<file path="src/rtl/ptp_calc_pkg.sv">
package ptp_calc_pkg;

    localparam int TS_W = 64;

    // Exchange step: which timestamp the sequencer is waiting for next.
    typedef enum logic [1:0] {
        PH_IDLE        = 2'd0,
        PH_WAIT_ORIGIN = 2'd1,
        PH_WAIT_DREQ   = 2'd2,
        PH_WAIT_DRESP  = 2'd3
    } phase_e;

    // One-hot capture enables produced by the sequencer.
    typedef struct packed {
        logic t2;
        logic t1;
        logic t3;
        logic t4;
    } take_t;

endpackage

</file>
<file path="src/rtl/ptp_xchg_seq.sv">
module ptp_xchg_seq
    import ptp_calc_pkg::*;
(
    input  logic  clk,
    input  logic  rst,
    input  logic  sync_stb,
    input  logic  fup_stb,
    input  logic  dreq_stb,
    input  logic  dresp_stb,
    output take_t take,
    output logic  seq_err
);

    phase_e phase_q, phase_d;
    logic   bad_strobe;

    always_comb begin
        take       = '0;
        phase_d    = phase_q;
        bad_strobe = 1'b0;
        if (sync_stb) begin
            take.t2 = 1'b1;
            phase_d = PH_WAIT_ORIGIN;
        end else begin
            unique case (phase_q)
                PH_IDLE: begin
                    bad_strobe = fup_stb | dresp_stb;
                end
                PH_WAIT_ORIGIN: begin
                    bad_strobe = dresp_stb;
                    if (fup_stb) begin
                        take.t1 = 1'b1;
                        phase_d = PH_WAIT_DREQ;
                    end
                end
                PH_WAIT_DREQ: begin
                    bad_strobe = fup_stb | dresp_stb;
                    if (dreq_stb) begin
                        take.t3 = 1'b1;
                        phase_d = PH_WAIT_DRESP;
                    end
                end
                PH_WAIT_DRESP: begin
                    bad_strobe = fup_stb;
                    if (dresp_stb) begin
                        take.t4 = 1'b1;
                        phase_d = PH_IDLE;
                    end
                end
                default: phase_d = PH_IDLE;
            endcase
        end
    end

    always_ff @(posedge clk) begin
        if (rst) begin
            phase_q <= PH_IDLE;
            seq_err <= 1'b0;
        end else begin
            phase_q <= phase_d;
            if (bad_strobe) seq_err <= 1'b1;
        end
    end

    // a Sync always puts the sequencer back to waiting for t1
    assert_restart_R7: assert property (@(posedge clk) disable iff (rst)
        sync_stb |=> phase_q == PH_WAIT_ORIGIN);

    // once raised, the error flag stays raised
    assert_err_sticky_R8: assert property (@(posedge clk) disable iff (rst)
        seq_err |=> seq_err);

    // Follow_Up while idle is an ordering error
    assert_idle_fup_err_R8: assert property (@(posedge clk) disable iff (rst)
        (phase_q == PH_IDLE && fup_stb && !sync_stb) |=> seq_err);

    // at most one timestamp is captured per cycle
    assert_one_take_R5: assert property (@(posedge clk) disable iff (rst)
        $onehot0({take.t2, take.t1, take.t3, take.t4}));

    // Delay_Req alone never raises the error flag
    assert_dreq_quiet_R9: assert property (@(posedge clk) disable iff (rst)
        (!seq_err && dreq_stb && !fup_stb && !dresp_stb) |=> !seq_err);

endmodule

</file>
<file path="src/rtl/ptp_ts_store.sv">
module ptp_ts_store
    import ptp_calc_pkg::*;
#(
    parameter int W = 64
) (
    input  logic         clk,
    input  logic         rst,
    input  take_t        take,
    input  logic [W-1:0] t2_in,
    input  logic [W-1:0] t1_in,
    input  logic [W-1:0] t3_in,
    input  logic [W-1:0] t4_in,
    output logic [W-1:0] t1_q,
    output logic [W-1:0] t2_q,
    output logic [W-1:0] t3_q,
    output logic [W-1:0] t4_q,
    output logic         calc_go
);

    always_ff @(posedge clk) begin
        if (rst) begin
            t1_q    <= '0;
            t2_q    <= '0;
            t3_q    <= '0;
            t4_q    <= '0;
            calc_go <= 1'b0;
        end else begin
            if (take.t2) t2_q <= t2_in;
            if (take.t1) t1_q <= t1_in;
            if (take.t3) t3_q <= t3_in;
            if (take.t4) t4_q <= t4_in;
            calc_go <= take.t4;
        end
    end

    // t1 register only moves when Follow_Up was accepted
    assert_t1_hold_R5: assert property (@(posedge clk) disable iff (rst)
        !take.t1 |=> $stable(t1_q));

endmodule

</file>
<file path="src/rtl/ptp_offset_math.sv">
module ptp_offset_math #(
    parameter int W = 64
) (
    input  logic                clk,
    input  logic                rst,
    input  logic                calc_go,
    input  logic [W-1:0]        t1,
    input  logic [W-1:0]        t2,
    input  logic [W-1:0]        t3,
    input  logic [W-1:0]        t4,
    output logic signed [W-1:0] offset_q,
    output logic signed [W-1:0] delay_q,
    output logic                valid_q
);

    localparam int GW = W + 1;

    logic [W-1:0]         raw_ms, raw_sm;
    logic signed [GW-1:0] ms_ext, sm_ext, sum_g, dif_g, half_sum, half_dif;

    always_comb begin
        raw_ms   = t2 - t1;
        raw_sm   = t4 - t3;
        ms_ext   = $signed({raw_ms[W-1], raw_ms});
        sm_ext   = $signed({raw_sm[W-1], raw_sm});
        sum_g    = ms_ext + sm_ext;
        dif_g    = ms_ext - sm_ext;
        half_sum = sum_g >>> 1;
        half_dif = dif_g >>> 1;
    end

    always_ff @(posedge clk) begin
        if (rst) begin
            offset_q <= '0;
            delay_q  <= '0;
            valid_q  <= 1'b0;
        end else begin
            valid_q <= calc_go;
            if (calc_go) begin
                offset_q <= half_dif[W-1:0];
                delay_q  <= half_sum[W-1:0];
            end
        end
    end

    // the valid strobe is a single-cycle pulse
    assert_valid_pulse_R6: assert property (@(posedge clk) disable iff (rst)
        valid_q |=> !valid_q);

    // results hold between completions
    assert_result_hold_R6: assert property (@(posedge clk) disable iff (rst)
        !valid_q |-> ($stable(offset_q) && $stable(delay_q)));

endmodule

</file>
<file path="src/rtl/ptp_offset_delay.sv">
module ptp_offset_delay
    import ptp_calc_pkg::*;
#(
    parameter int W = ptp_calc_pkg::TS_W
) (
    input  logic                clk,
    input  logic                rst,
    input  logic                sync_stb,
    input  logic [W-1:0]        sync_rx_ts,
    input  logic                fup_stb,
    input  logic [W-1:0]        fup_origin_ts,
    input  logic                dreq_stb,
    input  logic [W-1:0]        dreq_tx_ts,
    input  logic                dresp_stb,
    input  logic [W-1:0]        dresp_rx_ts,
    output logic                res_valid,
    output logic signed [W-1:0] offset_ns,
    output logic signed [W-1:0] delay_ns,
    output logic                seq_err
);

    take_t        take;
    logic [W-1:0] t1_q, t2_q, t3_q, t4_q;
    logic         calc_go;

    ptp_xchg_seq u_seq (
        .clk       (clk),
        .rst       (rst),
        .sync_stb  (sync_stb),
        .fup_stb   (fup_stb),
        .dreq_stb  (dreq_stb),
        .dresp_stb (dresp_stb),
        .take      (take),
        .seq_err   (seq_err)
    );

    ptp_ts_store #(.W(W)) u_store (
        .clk     (clk),
        .rst     (rst),
        .take    (take),
        .t2_in   (sync_rx_ts),
        .t1_in   (fup_origin_ts),
        .t3_in   (dreq_tx_ts),
        .t4_in   (dresp_rx_ts),
        .t1_q    (t1_q),
        .t2_q    (t2_q),
        .t3_q    (t3_q),
        .t4_q    (t4_q),
        .calc_go (calc_go)
    );

    ptp_offset_math #(.W(W)) u_math (
        .clk      (clk),
        .rst      (rst),
        .calc_go  (calc_go),
        .t1       (t1_q),
        .t2       (t2_q),
        .t3       (t3_q),
        .t4       (t4_q),
        .offset_q (offset_ns),
        .delay_q  (delay_ns),
        .valid_q  (res_valid)
    );

    // accepted Delay_Resp leads to valid two edges later
    assert_latency_R6: assert property (@(posedge clk) disable iff (rst)
        take.t4 |-> ##2 res_valid);

endmodule

</file>
<file path="config.mk">
export PLATFORM = sky130hd
export DESIGN_NAME = ptp_offset_delay
export DESIGN_NICKNAME = d
export VERILOG_FILES = /design/src/rtl/ptp_calc_pkg.sv /design/src/rtl/ptp_xchg_seq.sv /design/src/rtl/ptp_ts_store.sv /design/src/rtl/ptp_offset_math.sv /design/src/rtl/ptp_offset_delay.sv
export SDC_FILE = /design/constraint.sdc
export NUM_CORES = 1
export LEC_CHECK = 0
export ABC_CLOCK_PERIOD_IN_PS = 5700
export BUFFER_PORTS_ARGS = -buffer_cell sky130_fd_sc_hd__clkbuf_2
export CORE_ASPECT_RATIO = 1.1
export CORE_MARGIN = 2
export CORE_UTILIZATION = 53
export DETAILED_ROUTE_END_ITERATION = 10
export GPL_TIMING_DRIVEN = 0
export PLACE_DENSITY = 0.84
export SYNTH_ARGS = -nofsm -noshare
export SYNTH_HDL_FRONTEND = slang
export SYNTH_SLANG_ARGS = --single-unit
</file>
<file path="constraint.sdc">
create_clock -name clk -period 5.7 [get_ports clk]
set_input_delay 1.14 -clock clk [delete_from_list [all_inputs] [get_ports clk]]
set_output_delay 1.14 -clock clk [all_outputs]
set_load 0.01 [all_outputs]
</file>
# After elaboration in Yosys (flattened, before gate mapping)
# Cells that the tools add are included.
[word_totals]
reg_bits = 389
output_inout_bits = 130
elab_cells = 47
[op_classes]
addsub = 4
eq_ne = 9
muxes = 15
n_bitwise = 1
n_reduce_logical = 7
[ops]
columns = ["cell", "n"]
rows = [
  ["64-bit subtractor", 2],
  ["64-bit by 64-bit adder with 65-bit output", 1],
  ["64-bit by 64-bit subtractor with 65-bit output", 1],
  ["1-bit two-way mux", 9],
  ["3-bit != test, second input constant", 3],
  ["4-bit AND reduction", 2],
  ["2-bit two-way mux", 3],
  ["2-bit != test, second input constant", 3],
  ["2-bit case mux with 3 select lines", 1],
  ["2-bit equality test, second input constant", 2],
  ["4-bit nonzero test", 1],
  ["2-bit OR reduction", 2],
  ["3-bit two-way mux", 1],
  ["1-bit case mux with 3 select lines", 1],
  ["3-bit nonzero test", 1],
  ["2-bit by 1-bit equality test with 1-bit output, second input constant", 1],
  ["2-bit logical NOT", 1],
  ["1-bit OR", 1],
]

# Logic depth before layout (Yosys ltp)
[logic_depth]
ltp_word = 4
mapped_depth = 30
ltp_nobuf = 29

# Modules after synthesis
# From an unflattened synthesis, not the netlist that was laid out.
[hier_totals]
cells_unflattened = 3731
area_unflattened_um2 = 29517.1
[by_module_without_submodules]
columns = ["module", "instances", "cells_each", "area_each_um2", "seq_area_each_um2"]
rows = [
  ["ptp_offset_math", 1, 2880, 20163.1, 2582.5],
  ["ptp_ts_store", 1, 827, 9136.3, 5144.9],
  ["ptp_xchg_seq", 1, 24, 217.7, 60.1],
]

# Worst setup path before layout
# OpenSTA, ideal clock, no wires.
[synth_path]
path_kind = "register to register"
startpoint = "register u_store.t3_q[1]"
endpoint = "register u_math.delay_q[62]"
setup_time_ns = 0.123
t_arrival_ns = 5.756
required_ns = 5.577
slack_ns = -0.179
path_stages_with_launch = 25
n_path_buf = 1
synth_period_minus_slack_ns = 5.879
path_cell_list = "dfxtp_1 -> inv_1 -> ha_1 -> nor2b_1 -> o31a_1 -> o21a_1 -> or4_1 -> a221oi_2 -> nor2_1 -> or3_1 -> a221o_1 -> nor3b_1 -> nor2_2 -> xnor2_1 -> ha_1 -> clkbuf_1 -> inv_1 -> or4_1 -> o41ai_2 -> a31oi_1 -> a31oi_1 -> a41oi_1 -> o21ai_1 -> o31a_1 -> o21ai_0"
[synth_via]
elab_chain_cells = 2
[synth_lines]
columns = ["item", "line", "text"]
rows = [
  ["start: declaration", "ptp_ts_store.sv:15", "output logic [W-1:0] t3_q,"],
  ["start signal: assignment", "ptp_ts_store.sv:30", "if (take.t3) t3_q <= t3_in;"],
  ["64-bit subtractor", "ptp_offset_math.sv:23", "raw_sm = t4 - t3;"],
  ["64-bit by 64-bit adder with 65-bit output", "ptp_offset_math.sv:26", "sum_g = ms_ext + sm_ext;"],
  ["end signal: assignment", "ptp_offset_math.sv:41", "delay_q <= half_sum[W-1:0];"],
  ["end: declaration", "ptp_offset_math.sv:12", "output logic signed [W-1:0] delay_q,"],
]
# Every way passes these cells.
# A chain may end at the register's enable or synchronous reset.

# Final worst setup path
[layout_path]
startpoint = "register u_store.t3_q[1]"
endpoint = "register u_math.offset_q[57]"
[layout_via]
elab_chain_cells = 2
[layout_lines]
columns = ["item", "line", "text"]
rows = [
  ["64-bit subtractor", "ptp_offset_math.sv:23", ""],
  ["64-bit by 64-bit subtractor with 65-bit output", "ptp_offset_math.sv:27", "dif_g = ms_ext - sm_ext;"],
  ["end signal: assignment", "ptp_offset_math.sv:40", "offset_q <= half_dif[W-1:0];"],
  ["end: declaration", "ptp_offset_math.sv:11", "output logic signed [W-1:0] offset_q,"],
]
# Every way passes these cells.

==> impl_metrics.env <==
export IMPL_clock_sinks=389
export IMPL_hold_violations=0
export IMPL_ant_nets=0
export IMPL_synth_main_ff_cell="dfxtp_1"
export IMPL_power_density_nw_per_um2=358.9
export IMPL_seq_area_um2=7799
export IMPL_cp_max_fo=5
export IMPL_r2r_start="u_store.t3_q[1]"
export IMPL_utilization_pct=66.89
export IMPL_rsz0062_at_grt="yes"
export IMPL_drc=0
export IMPL_nNetsFinal=4805
export IMPL_vias=29800
export IMPL_num_io_pins=392
export IMPL_worst_path_max_delay_cell="or4_4"
export IMPL_grt_pass1_vias=26630
export IMPL_areaGrowthSynthToFinish_pct=25.09
export IMPL_finalCritPeriodShare_pct=106.4
export IMPL_coreArea_um2=52300
export IMPL_overflow=0
export IMPL_finClkSkew_ns=0.02511
export IMPL_setup_slack_ns=-0.3622
export IMPL_slew_headroom_pct=28.47
export IMPL_fp_dieW_um=223.0
export IMPL_num_rows=88
export IMPL_die_height_um=244.9
export IMPL_reg2reg_slack_ns=-0.36
export IMPL_final_layout_size_suffix_gt1_share_pct=21.20
export IMPL_clockRootBuffer="clkbuf_16"
export IMPL_netlist_area_um2=27970
export IMPL_holdPathStages=2
export IMPL_r2r_end="u_math.offset_q[57]"
export IMPL_violations="negative setup slack"
export IMPL_finalWirelength_um=100800
export IMPL_yosysSeqAreaShare_pct=27.85
export IMPL_synthDistinctLibCells=84
export IMPL_via_per_inst=5.963
export IMPL_first_iter_violations=3555
export IMPL_synth_edf_count=0
export IMPL_start_kind="flop"
export IMPL_dr_pass1_iters=6
export IMPL_fin_crit_ns=6.062
export IMPL_wl_per_cell_um=20.16
export IMPL_synthArstFlopShare_pct=0
export IMPL_worstSetupPathType="reg -> reg"
export IMPL_r2r_cells=30
export IMPL_ir_drop_uv=292.4
export IMPL_setup_viol=29
export IMPL_start_util_pct=53.47
export IMPL_min_to="u_math.delay_q[63]"
export IMPL_synth_avg_cell_area_um2=7.420
export IMPL_max_stage_delay_ns=0.50
export IMPL_multi_input_area_um2=20240
export IMPL_fillCellCount=4263
export IMPL_totalPowerFinal_uw=12560
export IMPL_path_clk_slew_ns=0.07
export IMPL_die_area_um2=54620
export IMPL_syn_num_nets=4287
export IMPL_placedCellCount=4834
export IMPL_slew_violations=0
export IMPL_required_ns=6.17
export IMPL_grt_pass1_wl_um=144700
export IMPL_outcome="finished, violations left"
export IMPL_fmax_mhz=165.0
export IMPL_postSynthRegisterBits=389
export IMPL_final_cell_count_no_fill=4998
export IMPL_min_from="u_math.delay_q[63]"
export IMPL_tritoncts="done"
export IMPL_clock_latency_ns=0.60
export IMPL_synth_warning_count=0
export IMPL_gp_congestion=0.9713
export IMPL_hpwl_um=75990
export IMPL_grt_max_degree=15
export IMPL_crit_path_end_kind="flop"
export IMPL_port_buffers=390
export IMPL_grt_usage_pct=33.50
export IMPL_netlist_instances=3769
export IMPL_tightest_slew_ns=1.073
export IMPL_maxCapViolCount=0
export IMPL_clk_path_buf_depth=3
export IMPL_p_leak_uw=0.01485
export IMPL_cts_max_level=2
export IMPL_worstHoldPathType="reg -> reg"
export IMPL_worstPathArrival_ns=6.54
export IMPL_cts_buffers=40
export IMPL_antenna_found_initial=8
how the worst max path moves through the flow:
stage / end / from
after floorplan: u_math.delay_q[62] / u_store.t3_q[1]
after global placement: u_math.delay_q[59] / u_store.t3_q[1]
final: u_math.offset_q[57] / u_store.t3_q[1]
after detailed placement: u_math.delay_q[59] / u_store.t3_q[1]
after global routing: u_math.offset_q[47] / u_store.t3_q[11]
after CTS: u_math.delay_q[51] / u_store.t3_q[1]
critical path: cells and delay by family, from the launching register on:
family	cells	cell delay, ns
AND/OR/NAND/NOR	11	2.25
AO/OA/AOI/OAI	7	1.67
buffers and inverters	8	1.00
adder cells (fa/ha/maj)	2	0.45
flip-flops	1	0.36
XOR/XNOR	2	0.20
through the flow:
| stage | instance area, µm² | setup WS, ns | TNS (ns) | hold WS (ns) |
|---|---|---|---|---|
| after floorplan | 27980 | 0.1037 | 0 | 0.4363 |
| after CTS | 33390 | -0.3354 | -4.623 | 0.4501 |
| after detailed placement | 30780 | -1.386 | -31.17 | 0.4391 |
| final | 34980 | -0.3622 | -4.702 | 0.4469 |
| after global placement | 30780 | -1.406 | -29.82 | 0.4268 |
| after global routing | 34980 | -0.4918 | -9.835 | 0.4543 |
kinds of logic after synthesis:
kind of cell,Yosys count,share of synthesized area [%]
simple gates,1176,18.05
compound gates,1102,24.48
buf+inv,501,6.800
flops,389,27.85
fa+ha+maj,256,11.56
xor+xnor,244,7.641
mux,101,3.624
sequential cells by signal, summed over array words and instances, names as in the netlist:
signal           cells
u_seq.seq_err        1
u_math.delay_q      64
u_math.offset_q     64
u_seq.phase_q        2
u_store.t2_q        64
u_store.t3_q        64
u_store.t4_q        64
u_store.t1_q        64
u_store.calc_go      1
u_math.valid_q       1
layout make-up:
type,instances,share of cell area [%]
repair buffers,499,8.097
clock buffers,58,3.373
multi-input cells,2879,57.86
clock inverters,14,0.4184
well taps,675,2.414
plain buffers,193,2.346
inverters,285,3.158
flip-flops and latches,389,22.29
diodes,6,0.04292
power breakdown:
part / internal [µW] / switching [µW]
Combinational: 2810 / 4280
Clock: 1500 / 1180
Sequential: 2770 / 32.6
Total: 7070 / 5490
Yosys cell counts (10+ instances only):
master,n,area (µm²)
nand2_1,545,2046
a21oi_1,498,2492
dfxtp_1,389,7787
nor2_1,359,1348
inv_1,278,1044
ha_1,252,3153
clkbuf_1,189,709.4
xnor2_1,185,1620
o21ai_0,139,695.7
a21o_1,115,863.3
mux2i_1,99,991.0
a211oi_1,66,495.5
xor2_1,59,516.8
o21bai_1,55,412.9
nand4_1,49,306.5
nor3_1,49,245.2
nand3_1,35,175.2
nor2b_1,34,212.7
a31oi_1,30,187.7
o31ai_1,28,210.2
o21a_1,24,180.2
nand2b_1,23,143.9
o211ai_1,19,142.6
and3_1,17,106.4
nor4_1,15,93.84
o21ai_1,15,75.07
buf_2,14,70.07
buf_1,12,45.04
or4_1,11,82.58
or3_1,10,62.56
cells in the final DEF, fill, tap and decap left out, types with 23 or more instances in the layout:
cell type  instances
a211oi_1          57
a21o_1           115
a21oi_1          442
a21oi_2           45
buf_4            100
clkbuf_1         158
clkbuf_16         41
clkbuf_2         399
dfxtp_1          382
ha_1             217
inv_1            268
mux2i_1           99
nand2_1          534
nand3_1           31
nand4_1           49
nor2_1           348
nor2b_1           32
nor3_1            40
o21a_1            23
o21ai_0          109
o21ai_1           27
o21bai_1          52
xnor2_1          159
xnor2_2           23
xor2_1            46
per-layer routing:
layer	GRT usage, %	up-vias	routed length, µm
met5	0	-	33
met4	15.85	4	5883
met3	4.369	360	8483
met2	52.51	1594	43970
met1	45.69	13850	42390
li1	-	13990	-
timing repair:
item                                    CTS  global route
endpoints found under the setup margin   59            62
gates cloned                              0             0
pin swaps                                65           134
hold buffers                              0             0
setup buffers                            49            63
resized for setup                       208           260
No activity file was read; power rests on OpenSTA's default activity.
